File: config.mk
export PLATFORM = sky130hd
export DESIGN_NAME = bincnt_chain
export DESIGN_NICKNAME = d
export VERILOG_FILES = /design/src/rtl/bincnt_pkg.sv /design/src/rtl/bincnt_opsel.sv /design/src/rtl/bincnt_stage.sv /design/src/rtl/bincnt_chain.sv
export SDC_FILE = /design/constraint.sdc
export NUM_CORES = 1
export LEC_CHECK = 0
export BUFFER_PORTS_ARGS = -buffer_cell sky130_fd_sc_hd__buf_2
export CAP_MARGIN = 20
export CORE_AREA = 2 2 39 41
export DETAILED_ROUTE_END_ITERATION = 12
export DIE_AREA = 0 0 41 43
export SETUP_SLACK_MARGIN = 0.4
export SYNTH_ARGS = -nofsm -noshare
export SYNTH_HDL_FRONTEND = slang
export SYNTH_SLANG_ARGS = --single-unit
File: constraint.sdc
create_clock -name clk -period 4 [get_ports clk]
set_input_delay 0 -clock clk [delete_from_list [all_inputs] [get_ports clk]]
set_output_delay 0 -clock clk [all_outputs]
set_load 0.05 [all_outputs]
File: src/rtl/bincnt_pkg.sv
`timescale 1ns/1ps
package bincnt_pkg;

    // Operation selected by a stage for the next rising edge
    typedef enum logic [1:0] {
        OP_HOLD  = 2'd0,
        OP_LOAD  = 2'd1,
        OP_COUNT = 2'd2
    } cnt_op_e;

    localparam int STAGE_W = 4;

endpackage

File: src/rtl/bincnt_opsel.sv
`timescale 1ns/1ps
module bincnt_opsel
    import bincnt_pkg::*;
(
    input  logic    load_n,
    input  logic    par_en,
    input  logic    trk_en,
    output cnt_op_e op
);

    // Load wins over counting and needs no enable
    always_comb begin
        if (!load_n)
            op = OP_LOAD;
        else if (par_en && trk_en)
            op = OP_COUNT;
        else
            op = OP_HOLD;
    end

endmodule

File: src/rtl/bincnt_stage.sv
`timescale 1ns/1ps
module bincnt_stage
    import bincnt_pkg::*;
#(
    parameter int W = STAGE_W
) (
    input  logic         clk,
    input  logic         rst_n,
    input  logic         load_n,
    input  logic [W-1:0] din,
    input  logic         par_en,
    input  logic         trk_en,
    output logic [W-1:0] q,
    output logic         tc
);

    localparam logic [W-1:0] ALL_ONES = {W{1'b1}};

    cnt_op_e op;

    bincnt_opsel u_opsel (
        .load_n (load_n),
        .par_en (par_en),
        .trk_en (trk_en),
        .op     (op)
    );

    // State register: asynchronous clear, then the selected operation
    always_ff @(posedge clk or negedge rst_n) begin
        if (!rst_n) begin
            q <= '0;
        end else begin
            unique case (op)
                OP_LOAD:  q <= din;
                OP_COUNT: q <= q + 1'b1;
                OP_HOLD:  q <= q;
                default:  q <= q;
            endcase
        end
    end

    // Output process: look-ahead terminal count, independent of par_en
    always_comb begin
        tc = trk_en && (q == ALL_ONES);
    end


    load_takes_din_chk: assert property (@(posedge clk) disable iff (!rst_n)
        !load_n |=> q == $past(din));


    count_steps_chk: assert property (@(posedge clk) disable iff (!rst_n)
        (load_n && par_en && trk_en) |=> q == W'($past(q) + 1'b1));


    hold_keeps_chk: assert property (@(posedge clk) disable iff (!rst_n)
        (load_n && !(par_en && trk_en)) |=> $stable(q));


    wrap_zero_chk: assert property (@(posedge clk) disable iff (!rst_n)
        (load_n && par_en && tc) |=> q == '0);

endmodule

File: src/rtl/bincnt_chain.sv
`timescale 1ns/1ps
module bincnt_chain
    import bincnt_pkg::*;
#(
    parameter int N = 2,
    parameter int W = STAGE_W
) (
    input  logic           clk,
    input  logic           rst_n,
    input  logic           load_n,
    input  logic [N*W-1:0] din,
    input  logic           cnt_en,
    input  logic           chain_en,
    output logic [N*W-1:0] q,
    output logic [N-1:0]   stage_tc,
    output logic           carry_out
);

    localparam int TOT = N * W;

    // Trickle enable seen by each stage
    logic [N-1:0] trk;

    for (genvar k = 0; k < N; k++) begin : g_stage
        if (k == 0) begin : g_first
            assign trk[k] = chain_en;
        end else begin : g_next
            assign trk[k] = stage_tc[k-1];
        end

        bincnt_stage #(.W(W)) u_stage (
            .clk    (clk),
            .rst_n  (rst_n),
            .load_n (load_n),
            .din    (din[k*W +: W]),
            .par_en (cnt_en),
            .trk_en (trk[k]),
            .q      (q[k*W +: W]),
            .tc     (stage_tc[k])
        );
    end

    assign carry_out = stage_tc[N-1];


    chain_step_chk: assert property (@(posedge clk) disable iff (!rst_n)
        (load_n && cnt_en && chain_en) |=> q == TOT'($past(q) + 1'b1));


    carry_single_chk: assert property (@(posedge clk) disable iff (!rst_n)
        (carry_out && load_n && cnt_en) |=> !carry_out);


    always_ff @(posedge clk) begin
        if (!rst_n) begin
            clear_zero_chk: assert (q == '0);
        end
    end

endmodule

==> results.txt, run 1 <==
----------------------------------------------------
[STA]
  Final-report hold violation count ... 0
  Rel. slew slack ... around 82%
  Share of the clock period used by the worst path after layout ... a little over a third
  Final setup violation count ... 0
  Time the final worst path needs with I/O delays and setup ... ~1.4 ns
  Worst Max-Slew Pin Slew ... between 0.2 and 0.3 ns
  Top achievable clock speed ... approximately 0.70 GHz
  Setup total negative slack ... 0 ns
  Worst hold slack after final layout ... 0.004695 ns
  Setup repair after global routing missed its margin ... false
  Fin. max-slew vios ... 0
  Post-route clock skew ... 0.003103 ns

[Cells and area]
  Registers with the most flip-flops ... g_stage.u_stage.q x8
  Number of antenna diodes ... 0
  Layout cells sized above 1 ... 33.75%
  Area of the multi-input gates ... between 200 and 250 sq um
  Filler Cell Count ... around 150
  Layout overhead on the synthesized area ... 39.57%
  Flip-flop count of the largest register after layout ... 8
  Sequential cell area ... approximately 200 sq um
  Register bank with the most flops ... g_stage.u_stage.q
  Post-route design area ... around 650 sq um
  Total number of nets in the final design ... 97

[Critical path]
  Cell-by-cell trace of the critical path ... ha_1, nand4_4, nor2_1, buf_2
  Logic depth of the worst setup path including buffers ... 4
  Critical path type ... reg2out
  Buf/Inv on CP ... 1
  CP Launch Point ... g_stage[0].u_stage.q[0]
  Largest stage delay, worst path ... 0.39 ns
  Critical path peak fanout ... 9
  Slowest CP cell ... sky130_fd_sc_hd__dfrtp_1
  Setup slack of the most critical reg-to-reg path ... approximately 2.6 ns
  Worst reg2reg path depth ... 4
  Required time of the critical path ... about 4 ns
  Crit path capture ... carry_out
  Critical path launch point type ... flop
  Data arrival time at the worst-slack endpoint ... approximately 1.4 ns
  Startpoint of the worst-slack reg-to-reg timing path ... g_stage[0].u_stage.q[0]
  CP Capture Type ... primary output
  Crit-path leading delay family ... flip-flops
  Worst R2R End ... g_stage[1].u_stage.q[3]

[Yosys]
  Synth Area per Inst ... about 9 sq um
  Synthesized netlist cell count ... between 50 and 60
  Post-Syn Nets ... 68
  Dominant cell type by area after synthesis ... sky130_fd_sc_hd__dfrtp_1
  Distinct cell type count after synthesis ... 16
  Largest cells by area after synthesis ... sky130_fd_sc_hd__dfrtp_1, sky130_fd_sc_hd__nor2_1, sky130_fd_sc_hd__a31oi_1
  Post-synthesis cell area ... 467.9 sq um
  Yosys warns ... 0
  Synth Register Bits ... 8
  Share of the yosys chip area belonging to registers ... 42.78%
  Share of Yosys cell area claimed by the top area cell type ... 42.78%

[CTS]
  Clock insertion delay at the later pin of the skew report ... 0.25 ns
  H-tree Lvls ... 1
  Worst-path clk slew ... 0.06 ns
  Number of buffers created by CTS ... 3
  Maximum buffer depth of the clock tree ... 2
  CTS Sinks ... 8
  Post-cts sizing count ... 0
  TritonCTS clock tree ... done
  Root Buffer Master ... sky130_fd_sc_hd__clkbuf_4
  Setup bufs post-CTS ... 0
  CTS Hold Bufs ... 5

[Power]
  IR drop worst, VDD ... between 0.0001 and 0.00015 V
  Static Leak ... 0.0003078 uW
  Pwr Total ... roughly 250 uW
  Ratio of total power to cell area ... approximately 380 nW/um^2

[Min path]
  Worst min-delay path category ... in2reg
  Worst hold start ... din[0]

[Floorplan]
  Row Count ... 14
  Overall die area ... between 1500 and 2000 sq um
  Chip Width ... 41 um
  DIE HEIGHT ... between 40 and 50 um
  Starting density of the core ... about a third
  I/O Pins ... 24
  Core Box Area ... roughly 1400 sq um

[Route]
  Final routed wirelength across all metal layers ... 1042 um
  Remaining design rule violation count ... 0
  Number of DRC markers after the initial detailed-route iteration ... 4
  Number of iterations in the first detailed-routing pass ... 4
  Total number of vias ... around 460
  Routed vias/inst ... 4.760
  Detail-routed net length per standard cell ... ~11 um
  Antenna Violating Nets Remaining ... 0

[Global routing]
  Via count of the first global-routing pass ... about 350
  Global-route congestion overflow total ... 0
  Number of antenna violations at the first check in global routing ... 0
  GRT Resource Usage Total ... around an eighth
  Global-route wire length before repair ... 1400 um
  Largest net degree at the start of global routing ... 17

[Placed design]
  Instance area after placement ... 580.6 sq um
  Gpl congestion ... 0.7351
  Count of input and output buffers ... 23
  Post-DP HPWL ... 758.7 um

[Run]
  Number of max-cap violations ... 0

[Status]
  Result of the run ... complete, no violations

----------------------------------------------------
==> report_power, final <==
group	switching (uW)	leakage, uW	internal (uW)
clock	29.5	0.0000138	34.5
sequential	10.3	0.0000894	89.7
combinational	57.0	0.000205	25.8
total	96.7	0.000308	150
==> cells in the mapped netlist <==
master / number
sky130_fd_sc_hd__dfrtp_1: 8
sky130_fd_sc_hd__nand2_1: 2
sky130_fd_sc_hd__nor2_1: 9
sky130_fd_sc_hd__ha_1: 2
sky130_fd_sc_hd__or3_1: 4
sky130_fd_sc_hd__nand4_4: 1
sky130_fd_sc_hd__mux2i_1: 1
sky130_fd_sc_hd__xor2_1: 2
sky130_fd_sc_hd__nand3_1: 4
sky130_fd_sc_hd__inv_1: 2
sky130_fd_sc_hd__o21ai_0: 5
sky130_fd_sc_hd__buf_4: 2
sky130_fd_sc_hd__nand4_1: 1
sky130_fd_sc_hd__a21oi_1: 3
sky130_fd_sc_hd__clkbuf_1: 2
sky130_fd_sc_hd__a31oi_1: 5
==> final cells by class <==
type                       instances  area share (%)
clock buffer                       3           3.448
inverter                           2           1.149
tap                               16           3.065
multi-input combinational         39           36.40
sequential                         8           30.65
timing repair buffer              28           25.29
==> routing by layer <==
layer  share of wire, %  global-route usage [%]
met1                 46                   14.10
met2                 48                   18.44
met3                4.2                   1.571
met4                1.3                   10.00
met5                  0                       0
==> worst min-delay path by stage <==
stage,cells past startpoint,endpoint,slack (ns)
floorplan,0,g_stage[0].u_stage.q[0],-0.30
global placement,1,g_stage[0].u_stage.q[3],-0.15
detailed placement,1,g_stage[1].u_stage.q[3],-0.14
CTS,3,g_stage[1].u_stage.q[3],0.007
global route,3,g_stage[1].u_stage.q[3],0.01
finish,3,g_stage[0].u_stage.q[0],0.005
==> cells by family after synthesis <==
family | synth area share (%)
simple gates | 24.33
compound gates | 15.24
flops | 42.78
buf+inv | 6.417
xor+xnor | 3.744
fa+ha+maj | 5.347
mux | 2.139
==> layout by cell type (no fill, tap or decap) <==
master,synthesis,final
sky130_fd_sc_hd__dlygate4sd3_1,0,5
sky130_fd_sc_hd__a31oi_1,5,5
sky130_fd_sc_hd__o21ai_0,5,5
sky130_fd_sc_hd__clkbuf_4,0,3
sky130_fd_sc_hd__or3_1,4,4
sky130_fd_sc_hd__inv_1,2,2
sky130_fd_sc_hd__ha_1,2,2
sky130_fd_sc_hd__nor2_1,9,9
sky130_fd_sc_hd__nand2_1,2,2
sky130_fd_sc_hd__dfrtp_1,8,8
sky130_fd_sc_hd__buf_2,0,23
sky130_fd_sc_hd__nand4_4,1,1
sky130_fd_sc_hd__mux2i_1,1,1
sky130_fd_sc_hd__nand3_1,4,4
sky130_fd_sc_hd__xor2_1,2,2
sky130_fd_sc_hd__a21oi_1,3,3
sky130_fd_sc_hd__nand4_1,1,1
==> worst register-to-register path, cell delays in order, from the launching register on <==
cell and delay (ns):
sky130_fd_sc_hd__dfrtp_1 0.39, sky130_fd_sc_hd__ha_1 0.23, sky130_fd_sc_hd__nand4_4 0.14, sky130_fd_sc_hd__or3_1 0.36, sky130_fd_sc_hd__a31oi_1 0.18
==> per-stage QoR <==
stage	utilization, %	cells	worst slack [ns]
finish	47.20	96	2.562
global route	47.20	96	2.488
CTS	47.20	96	2.530
detailed placement	41.95	88	2.612
global placement	41.95	88	2.684
floorplan	-	53	1.867
(Power assumes the default switching activity.)
==> run 2, diff against run 1 <==
clock period = 1.5 ns   (was 4 ns; I/O delays follow)
==> run 2 against run 1 <==
  * Flip-flop and latch count is the same
  * Hold slack lost 0.0046 ns
  * Clock skew shrank 0.00051 ns
  * Die area stayed put
  * Sequential power grew to 2.8 times the previous value
  * Global-route usage is 4.9 points higher
  * Combinational power rose to 3.4 times the previous value
  * Final area is 20% higher
  * First-iteration DRC count increased to 3.8 times the previous value
  * Non-clock buffer count grew 6
  * Count of clock-buffer cells in the layout unchanged
==> results.txt, run 2 (synthesis results as in run 1) <==
----------------------------------------------------
[STA]
  Setup repair after global routing missed its margin ... true
  Share of the clock period used by the worst path after layout ... around 83%
  Post-route clock skew ... 0.002595 ns (-0.0005084 ns)
  Setup total negative slack ... 0 ns (unchanged)
  Time the final worst path needs with I/O delays and setup ... 1.243 ns
  Top achievable clock speed ... 0.8043 GHz
  Rel. slew slack ... 82.42% (+0.43 points)
  Final setup violation count ... 0 (unchanged)
  Final-report hold violation count ... 0 (unchanged)
  Worst Max-Slew Pin Slew ... 0.2636 ns (-0.006389 ns)
  Fin worst setup slack ... 0.2567 ns (-2.306 ns)
  Fin. max-slew vios ... 0 (unchanged)

[Critical path]
  Data arrival time at the worst-slack endpoint ... 1.42 ns (-0.02 ns)
  CP Capture Type ... flop
  Critical path launch point type ... flop
  Critical path peak fanout ... 5 (-4)
  Required time of the critical path ... 1.68 ns (-2.32 ns)
  Critical path type ... reg2reg

[Cells and area]
  Registers with the most flip-flops ... g_stage.u_stage.q x8
  Commonest non-fill, non-tap cells in the layout ... sky130_fd_sc_hd__buf_2, sky130_fd_sc_hd__nor2_1, sky130_fd_sc_hd__dfrtp_2
  Layout overhead on the synthesized area ... 67.91%
  Commonest non-fill, non-tap cell in the layout ... sky130_fd_sc_hd__buf_2
  Register bank with the most flops ... g_stage.u_stage.q
  Filler Cell Count ... 129 (-13%)
  Total number of nets in the final design ... 104 (+7.2%)
  Flip-flop count of the largest register after layout ... 8 (unchanged)
  Number of antenna diodes ... 0 (unchanged)
  Sequential cell area ... 210.2 sq um (+5.0%)
  Area of the multi-input gates ... 292.8 sq um (+23%)
  Layout cells sized above 1 ... 54.02% (+20 points)

[Power]
  Combinational share of power ... 38.0% (+4.5 points)
  Sw power ... 292.3 uW (+200%)
  Static Leak ... 0.0003389 uW (+10%)
  Cell Int Power ... 441.4 uW (+190%)
  Share of total power in the clock network ... 24.1% (-1.8 points)
  Switching portion of total power ... 39.84% (+0.62 points)
  Ratio of total power to cell area ... 933.7 nW/um^2 (+150%)
  IR drop worst, VDD ... 0.0003826 V (+160%)
  Sequential share of power ... 37.9% (-2.6 points)

[Global routing]
  Largest net degree at the start of global routing ... 17 (unchanged)
  GRT Resource Usage Total ... 17.00% (+4.9 points)
  Number of antenna violations at the first check in global routing ... 0 (unchanged)
  Global-route congestion overflow total ... 0 (unchanged)
  Via count of the first global-routing pass ... 476 (+36%)
  Global-route wire length before repair ... 1987 um (+42%)

[CTS]
  TritonCTS clock tree ... done
  Root Buffer Master ... sky130_fd_sc_hd__clkbuf_4
  Worst-path clk slew ... 0.06 ns (about the same)
  Maximum buffer depth of the clock tree ... 2 (unchanged)
  CTS Sinks ... 8 (unchanged)
  Clock insertion delay at the later pin of the skew report ... 0.26 ns (about the same)
  H-tree Lvls ... 1 (unchanged)
  Number of buffers created by CTS ... 3 (unchanged)

[Route]
  Remaining design rule violation count ... 0 (unchanged)
  Routed vias/inst ... 5.010 (+5.2%)
  Final routed wirelength across all metal layers ... 1328 um (+27%)
  Total number of vias ... 516 (+13%)
  Number of DRC markers after the initial detailed-route iteration ... 15 (+11)
  Number of iterations in the first detailed-routing pass ... 4 (unchanged)
  Antenna Violating Nets Remaining ... 0 (unchanged)
  Detail-routed net length per standard cell ... 12.89 um (+19%)

[Run]
  Number of max-cap violations ... 0 (unchanged)

[Status]
  Result of the run ... complete, no violations

[Placed design]
  Post-DP HPWL ... 796.7 um (+5.0%)
  Post-Place Setup Slack ... 0.2150 ns (-2.397 ns)
  Gpl congestion ... 0.6618 (-10%)
  Count of input and output buffers ... 23 (unchanged)

[Floorplan]
  Core Box Area ... 1384 sq um (unchanged)
  Overall die area ... 1763 sq um (unchanged)
  Chip Width ... 41 um (unchanged)
  Starting density of the core ... 33.82% (unchanged)
  I/O Pins ... 24 (unchanged)
  DIE HEIGHT ... 43 um (unchanged)
  Row Count ... 14 (unchanged)

[Min path]
  Worst min-delay path category ... in2reg

----------------------------------------------------
-- run 2: worst paths after layout --
kind | endpoint | slack, ns | startpoint | cells past startpoint
max | g_stage[1].u_stage.q[2] | 0.26 | g_stage[0].u_stage.q[0] | 4
min | g_stage[1].u_stage.q[0] | 0.0001 | din[4] | 3
max reg2reg | g_stage[1].u_stage.q[2] | 0.26 | g_stage[0].u_stage.q[0] | 4
min reg2reg | g_stage[1].u_stage.q[3] | 0.60 | g_stage[1].u_stage.q[3] | 2
max in group asynchronous | g_stage[1].u_stage.q[1] | 1.21 | rst_n | 2
min in group asynchronous | g_stage[0].u_stage.q[3] | 0.11 | rst_n | 2
-- run 2: area by class of cell --
type	instances	area share (%)
sequential	8	26.75
tap	16	2.548
timing repair buffer	34	29.62
clock buffer	3	2.866
multi-input combinational	40	37.26
inverter	2	0.9554
-- run 2: power by group through the flow --
stage	Clock, uW	Sequential, uW	Combinational (uW)
final	177	278	279
after global routing	190	281	301
after CTS	178	275	275
after detailed placement	0	282	225
after global placement	0	281	221
after floorplan	0	361	83.0
-- run 2: stage by stage --
| step | total power [uW] | area [sq um] | hold slack [ns] | utilization (%) | cells |
|---|---|---|---|---|---|
| 2_1_floorplan | 443.9 | 518.0 | -0.2956 | - | 53 |
| 3_3_place_gp | 501.8 | 623.1 | -0.1427 | 45.03 | 88 |
| 3_5_place_dp | 506.7 | 623.1 | -0.1417 | 45.03 | 88 |
| 4_1_cts | 728.6 | 772.0 | 0.005979 | 55.79 | 103 |
| 5_1_grt | 771.7 | 785.8 | 0.01495 | 56.78 | 103 |
| 6_report | 733.7 | 785.8 | 0.0001033 | 56.78 | 103 |
-- run 2: per-layer routing --
layer  share of wire [%]  up-vias  global-route usage, %
met4                 2.0        0                  10.00
met2                  53       20                  27.19
met5                   0        -                      0
met3                 3.3        3                  1.571
met1                  42      235                  20.79
li1                    -      258                      -
-- run 2: worst max-delay path: stages, from the launching register on --
cell,delay (ns)
sky130_fd_sc_hd__dfrtp_2,0.39
sky130_fd_sc_hd__ha_4,0.15
sky130_fd_sc_hd__nand4_4,0.11
sky130_fd_sc_hd__or3_1,0.34
sky130_fd_sc_hd__a31oi_1,0.17
-- run 2: repair_timing --
item                       4_1_cts  5_1_grt
gates cloned                     1        0
buffers inserted                 6        0
hold buffers                     5        0
pin swaps                        3        2
setup endpoints to repair        7        9
gates resized for setup          7        3
hold endpoints to repair        12        0
